## src/rtl/intr_halt_pkg.sv

```systemverilog
`timescale 1ns/1ps
package intr_halt_pkg;
    typedef enum logic [2:0] {
        ST_RUN,
        ST_HALT,
        ST_WAKE,
        ST_EVAL,
        ST_PUSH_HI,
        ST_PUSH_LO,
        ST_IDLE
    } seq_st_e;

    typedef enum logic [1:0] {
        HK_SERVICE,
        HK_SLEEP,
        HK_REPEAT
    } halt_kind_e;
endpackage

```

## src/rtl/isr_vec_calc.sv

```systemverilog
`timescale 1ns/1ps
module isr_vec_calc #(
    parameter int AW     = 16,
    parameter int IDX_W  = 3,
    parameter int BASE   = 'h40,
    parameter int STRIDE = 8
) (
    input  logic [IDX_W-1:0] idx_i,
    input  logic             live_i,
    output logic [AW-1:0]    vec_o
);
    always_comb begin
        if (live_i) begin
            vec_o = AW'(BASE) + AW'(idx_i) * AW'(STRIDE);
        end else begin
            vec_o = '0;
        end
    end
endmodule

```

## src/rtl/halt_entry_sel.sv

```systemverilog
`timescale 1ns/1ps
module halt_entry_sel
    import intr_halt_pkg::*;
(
    input  logic       ime_i,
    input  logic       pend_i,
    output halt_kind_e kind_o
);
    always_comb begin
        if (ime_i) begin
            kind_o = HK_SERVICE;
        end else if (pend_i) begin
            kind_o = HK_REPEAT;
        end else begin
            kind_o = HK_SLEEP;
        end
    end
endmodule

```

## src/rtl/push_frame.sv

```systemverilog
`timescale 1ns/1ps
module push_frame #(
    parameter int AW = 16,
    parameter int DW = 8
) (
    input  logic          lo_phase_i,
    input  logic [AW-1:0] sp_i,
    input  logic [AW-1:0] pc_i,
    output logic [AW-1:0] addr_o,
    output logic [DW-1:0] data_o
);
    localparam int HI_BYTE = AW / DW - 1;

    always_comb begin
        if (lo_phase_i) begin
            addr_o = sp_i - AW'(2);
            data_o = pc_i[DW-1:0];
        end else begin
            addr_o = sp_i - AW'(1);
            data_o = pc_i[HI_BYTE*DW +: DW];
        end
    end
endmodule

```

## src/rtl/intr_halt_seq.sv

```systemverilog
`timescale 1ns/1ps
module intr_halt_seq
    import intr_halt_pkg::*;
#(
    parameter int AW          = 16,
    parameter int DW          = 8,
    parameter int IDX_W       = 3,
    parameter int VEC_BASE    = 'h40,
    parameter int VEC_STRIDE  = 8,
    parameter int IDLE_CYCLES = 3
) (
    input  logic             clk,
    input  logic             rst_n,
    input  logic             step_i,
    input  logic             irq_valid_i,
    input  logic [IDX_W-1:0] irq_idx_i,
    input  logic             op_halt_i,
    input  logic             op_ei_i,
    input  logic             op_di_i,
    input  logic             op_reti_i,
    input  logic [AW-1:0]    pc_i,
    input  logic [AW-1:0]    sp_i,
    input  logic             variant_color_i,
    output logic             fetch_go_o,
    output logic             pc_hold_o,
    output logic             busy_o,
    output logic             halted_o,
    output logic             ime_o,
    output logic             stk_we_o,
    output logic [AW-1:0]    stk_addr_o,
    output logic [DW-1:0]    stk_data_o,
    output logic             sp_load_o,
    output logic [AW-1:0]    sp_new_o,
    output logic             pc_load_o,
    output logic [AW-1:0]    pc_new_o,
    output logic             irq_ack_o,
    output logic [IDX_W-1:0] irq_ack_idx_o
);
    localparam int CNT_W = $clog2(IDLE_CYCLES + 1);
    localparam logic [CNT_W-1:0] CNT_LOAD = CNT_W'(IDLE_CYCLES - 1);

    typedef struct packed {
        seq_st_e          st;
        logic             ime;
        logic             ei_pend;
        logic             bug;
        logic [CNT_W-1:0] cnt;
        logic [AW-1:0]    pc;
        logic [AW-1:0]    sp;
    } seq_t;

    seq_t q, d;

    logic       decide;
    logic       dispatch;
    logic       go;
    halt_kind_e hkind;
    logic       lo_phase;
    logic       ack_live;
    logic [AW-1:0] vec;
    logic [AW-1:0] frame_addr;
    logic [DW-1:0] frame_data;

    halt_entry_sel u_hsel (
        .ime_i  (q.ime),
        .pend_i (irq_valid_i),
        .kind_o (hkind)
    );

    assign lo_phase = (q.st == ST_PUSH_LO);
    assign ack_live = lo_phase && irq_valid_i;

    isr_vec_calc #(
        .AW     (AW),
        .IDX_W  (IDX_W),
        .BASE   (VEC_BASE),
        .STRIDE (VEC_STRIDE)
    ) u_vec (
        .idx_i  (irq_idx_i),
        .live_i (irq_valid_i),
        .vec_o  (vec)
    );

    push_frame #(
        .AW (AW),
        .DW (DW)
    ) u_frame (
        .lo_phase_i (lo_phase),
        .sp_i       (q.sp),
        .pc_i       (q.pc),
        .addr_o     (frame_addr),
        .data_o     (frame_data)
    );

    assign decide   = ((q.st == ST_RUN) && step_i) || (q.st == ST_EVAL);
    assign dispatch = decide && q.ime && irq_valid_i;
    assign go       = decide && !dispatch;

    always_comb begin
        d = q;
        unique case (q.st)
            ST_RUN, ST_EVAL: begin
                if (dispatch) begin
                    d.st  = ST_PUSH_HI;
                    d.pc  = pc_i;
                    d.sp  = sp_i;
                    d.ime = 1'b0;
                end else begin
                    d.st = ST_RUN;
                    if (go) begin
                        d.bug = 1'b0;
                        if (q.ei_pend) begin
                            d.ime     = 1'b1;
                            d.ei_pend = 1'b0;
                        end
                    end
                    if (q.st == ST_RUN) begin
                        if (op_ei_i) begin
                            d.ei_pend = 1'b1;
                        end
                        if (op_di_i) begin
                            d.ime = 1'b0;
                        end
                        if (op_reti_i) begin
                            d.ime = 1'b1;
                        end
                        if (op_halt_i) begin
                            if (hkind == HK_REPEAT) begin
                                d.bug = 1'b1;
                            end else begin
                                d.st = ST_HALT;
                            end
                        end
                    end
                end
            end
            ST_HALT: begin
                if (irq_valid_i) begin
                    d.st = variant_color_i ? ST_WAKE : ST_EVAL;
                end
            end
            ST_WAKE: begin
                d.st = ST_EVAL;
            end
            ST_PUSH_HI: begin
                d.st = ST_PUSH_LO;
            end
            ST_PUSH_LO: begin
                d.st  = ST_IDLE;
                d.cnt = CNT_LOAD;
            end
            ST_IDLE: begin
                if (q.cnt == '0) begin
                    d.st = ST_RUN;
                end else begin
                    d.cnt = q.cnt - CNT_W'(1);
                end
            end
            default: begin
                d.st = ST_RUN;
            end
        endcase
    end

    always_ff @(posedge clk or negedge rst_n) begin
        if (!rst_n) begin
            q <= '{st: ST_RUN, ime: 1'b0, ei_pend: 1'b0, bug: 1'b0,
                   cnt: '0, pc: '0, sp: '0};
        end else begin
            q <= d;
        end
    end

    assign fetch_go_o    = go;
    assign pc_hold_o     = go && q.bug;
    assign busy_o        = (q.st == ST_WAKE) || (q.st == ST_PUSH_HI) ||
                           (q.st == ST_PUSH_LO) || (q.st == ST_IDLE);
    assign halted_o      = (q.st == ST_HALT);
    assign ime_o         = q.ime;
    assign stk_we_o      = (q.st == ST_PUSH_HI) || lo_phase;
    assign stk_addr_o    = stk_we_o ? frame_addr : '0;
    assign stk_data_o    = stk_we_o ? frame_data : '0;
    assign sp_load_o     = lo_phase;
    assign sp_new_o      = lo_phase ? frame_addr : '0;
    assign pc_load_o     = lo_phase;
    assign pc_new_o      = lo_phase ? vec : '0;
    assign irq_ack_o     = ack_live;
    assign irq_ack_idx_o = ack_live ? irq_idx_i : '0;
endmodule

```

## config.mk

```make
export PLATFORM = sky130hd
export DESIGN_NAME = intr_halt_seq
export DESIGN_NICKNAME = d
export VERILOG_FILES = /design/src/rtl/intr_halt_pkg.sv /design/src/rtl/isr_vec_calc.sv /design/src/rtl/halt_entry_sel.sv /design/src/rtl/push_frame.sv /design/src/rtl/intr_halt_seq.sv
export SDC_FILE = /design/constraint.sdc
export NUM_CORES = 1
export LEC_CHECK = 0
export BUFFER_PORTS_ARGS = -buffer_cell sky130_fd_sc_hd__buf_2
export CAP_MARGIN = 30
export CORE_MARGIN = 2
export CORE_UTILIZATION = 52
export DETAILED_ROUTE_END_ITERATION = 8
export PLACE_DENSITY = 0.92
export RECOVER_POWER = 100
export REMOVE_ABC_BUFFERS = 1
export SLEW_MARGIN = 20
export SYNTH_ARGS = -nofsm -noshare
export SYNTH_HDL_FRONTEND = slang
export SYNTH_SLANG_ARGS = --single-unit
export TNS_END_PERCENT = 20
```

## constraint.sdc

```tcl
create_clock -name clk -period 3.3 [get_ports clk]
set_clock_uncertainty 0.05 [all_clocks]
set_input_delay 0.66 -clock clk [delete_from_list [all_inputs] [get_ports clk]]
set_output_delay 0.66 -clock clk [all_outputs]
set_load 0.005 [all_outputs]
```

==> summary.md <==
| Metric | Value |
|---|---|
| Arrival @ worst endpoint | `2390 ps` |
| Core box area | `5140 sq um` |
| Sink Count | `40` |
| Final setup fails | `0` |
| Maximum VDD drop | `0.4685 mV` |
| Clock Tree Root | `clkbuf_8` |
| Setup TNS | `0 ps` |
| Final Hold Viols | `0` |
| Die height | `77.11 microns` |
| Worst-path clk slew | `90 ps` |
| Switching share of power | `43.15%` |
| Leak | `1.524 nW` |
| Hold/Removal Path Class | `input port to async pin` |
| Fmax achieved | `322.8 MHz` |
| DP HPWL | `4.830 mm` |
| Max-cap violations | `0` |
| Vias per cell | `5.451` |
| Mapped Avg Cell Area | `9.357 sq um` |
| Slowest CP cell | `or4_1` |
| Crit-path max FO | `8` |
| Clock power frac | `14.5%` |
| Area grow syn2layout | `18.82%` |
| Number of post-CTS setup repair buffers | `0` |
| CP max stage delay | `500 ps` |
| Unique masters post-synth | `51` |
| Via count | `2491` |
| Die Footprint | `5945 sq um` |
| Vias in the first global route | `2374` |
| Pin count of the biggest net entering global routing | `41` |
| Nets | `435` |
| CTS tree | `done` |
| Post-synth EDFFs | `0` |
| Outcome | `finished clean` |
| WS Path Type | `flop to output pin` |
| Max Transition Viols Final | `0` |
| PD cells | `876.3 nW/um^2` |
| Pre-CTS setup slack | `545.3 ps` |
| Mapped cell area | `2779 sq um` |
| Antenna cells | `0` |
| Ys async rst share | `100.0%` |
| CP endpoint kind | `output pin` |
| Critical path origin | `q[1]$_DFFE_PN0P_` |
| Synth warn | `0` |
| CP Launch Type | `flop` |
| Initial antenna violation count | `0` |
| Fin crit period | `3098 ps` |
| Initial drt markers | `194` |
| Io pins | `112` |
| Share of layout cells above drive strength 1 | `32.56%` |
| Post-Syn Instances | `297` |
| Routed WL | `6.577 mm` |
| Starting Density | `54.07%` |
| RSZ-0062 raised after global routing | `false` |
| Crit-path cells | `inv_1 > ha_1 > nor3b_4 > nand4_1 > or4_1 > nand2_1 > buf_2` |
| Clk_lat worst skew | `300 ps` |
| IO Port Bufs | `99` |
| Synth Flop Type | `dfrtp_1` |
| CTS buffer count | `5` |
| Most frequent cells in the layout | `buf_2 (60), nor2_1 (40), dfrtp_1 (40), mux2_2 (32), clkbuf_1 (28)` |
| Slew @ Worst Pin | `1440 ps` |
| Num rows | `26` |
| Switching power | `1.249 mW` |
| R2r startpoint | `q[37]$_DFFE_PN0P_` |
| Rel. slew slack | `3.977%` |
| Worst Slack Setup Final | `202.4 ps` |
| Gate power share | `48.7%` |
| CTS Buffer Depth | `2` |
| Internal Pwr Total | `1.645 mW` |
| Gpl congestion | `0.9288` |
| Commonest non-fill, non-tap cell in the layout | `buf_2` |
| Share of power burned in registers | `36.8%` |
| Antenna-violating nets left | `0` |
| CP required | `2590 ps` |
| Chip width | `77.11 microns` |
| H-tree Lvls | `2` |
| Seq/Total Area, Yosys | `36.02%` |
| # resized after CTS | `0` |
| DRC | `0` |
| Wire per inst | `14.39 microns` |
| Yosys reg bits | `40` |
| Pre-Repair DR Iteration Count | `4` |
| Total GRT Usage | `22.57%` |
| # hold bufs at CTS | `0` |
| Fin crit share | `93.87%` |
| First-pass GRT wire length | `10.98 mm` |
| Grt total ovfl | `0` |
-- registers in the layout (all words and copies together), names as in the netlist --
register,cells
q,39
ime_o,1
-- cells in the mapped netlist, types with 2 or more instances --
master | number | share of area (%)
a22o_1 | 2 | 0.63
o211ai_1 | 3 | 0.81
nor2_1 | 40 | 5.4
nand2_1 | 19 | 2.6
o21ai_0 | 11 | 2.0
or2_2 | 2 | 0.45
a22oi_1 | 2 | 0.54
buf_2 | 5 | 0.90
mux2i_1 | 11 | 4.0
clkbuf_1 | 8 | 1.1
mux2_2 | 32 | 13
nand3_1 | 9 | 1.6
buf_4 | 18 | 4.9
a21oi_1 | 6 | 1.1
and3_1 | 7 | 1.6
or4_1 | 3 | 0.81
dfrtp_1 | 40 | 36
nand4_1 | 2 | 0.45
nand2b_1 | 2 | 0.45
xor2_1 | 16 | 5.0
o22ai_1 | 2 | 0.45
xnor2_1 | 4 | 1.3
a21boi_0 | 2 | 0.54
a31oi_1 | 2 | 0.45
ha_1 | 5 | 2.3
inv_1 | 10 | 1.4
nor3_1 | 3 | 0.54
nor4_1 | 4 | 0.90
or3_1 | 2 | 0.45
nor2b_1 | 3 | 0.68
buf_1 | 2 | 0.27
-- kinds of logic after synthesis --
group,count (synthesis),synth area share [%]
buffers and inverters,44,8.870
adder cells (fa/ha/maj),5,2.251
multiplexers,43,16.93
AND/OR/NAND/NOR,103,19.27
flip-flops,40,36.02
AO/OA/AOI/OAI,41,10.22
XOR/XNOR,20,6.303
other,1,0.1349
-- power groups by stage --
stage          logic [mW]  clock network [mW]  registers, mW
2_1_floorplan       0.985                   0           1.03
3_3_place_gp         1.39                   0           1.04
3_5_place_dp         1.44                   0           1.07
4_1_cts              1.45               0.431           1.06
5_1_grt              1.57               0.449           1.11
6_report             1.41               0.419           1.06
-- critical path, delay by kind of cell, from the launching register on --
kind,cells,cell delay (ps)
and+or+nand+nor,4,1160
DFF,1,450
adders and majority gates,1,230
buffers and inverters,2,240
-- metal layers --
layer	global-route usage [%]	vias to the layer above	part of all wire, %
met1	28.10	1188	43
li1	-	1193	-
met2	40.00	105	50
met4	3.929	0	0.62
met5	0	-	0
met3	5.765	5	6.8
-- through the flow --
step / power [mW] / hold WS (ps) / instances / cell area (sq um) / utilization (%)
3_3_place_gp: 2.436 / 420.7 / 448 / 3232 / 62.88
3_5_place_dp: 2.506 / 446.6 / 448 / 3232 / 62.88
5_1_grt: 3.134 / 405.9 / 457 / 3302 / 64.24
4_1_cts: 2.936 / 457.4 / 456 / 3347 / 65.12
6_report: 2.894 / 348.6 / 457 / 3302 / 64.24
2_1_floorplan: 2.013 / 314.4 / 274 / 2611 / -
-- final timing paths --
path | slack (ps) | cells past startpoint | end
worst max-delay path | 200 | 7 | stk_addr_o[13]
worst min-delay path | 350 | 1 | q[26]$_DFFE_PN0P_
worst max register to register | 590 | 6 | q[21]$_DFFE_PN0P_
worst min register to register | 460 | 1 | q[23]$_DFFE_PN0P_
max in group asynchronous | 1050 | 2 | q[35]$_DFFE_PN0P_
min in group clk | 460 | 1 | q[23]$_DFFE_PN0P_
-- cell type report --
| class | count | area [sq um] |
|---|---|---|
| clock buffer | 5 | 68.82 |
| timing repair buffer | 105 | 494.2 |
| fill | 458 | 1838 |
| tap | 70 | 87.58 |
| clock inverter | 3 | 46.29 |
| sequential | 40 | 1001 |
| multi-input combinational | 224 | 1567 |
| inverter | 10 | 37.54 |
Note: power is estimated with default switching activity, not from simulation.
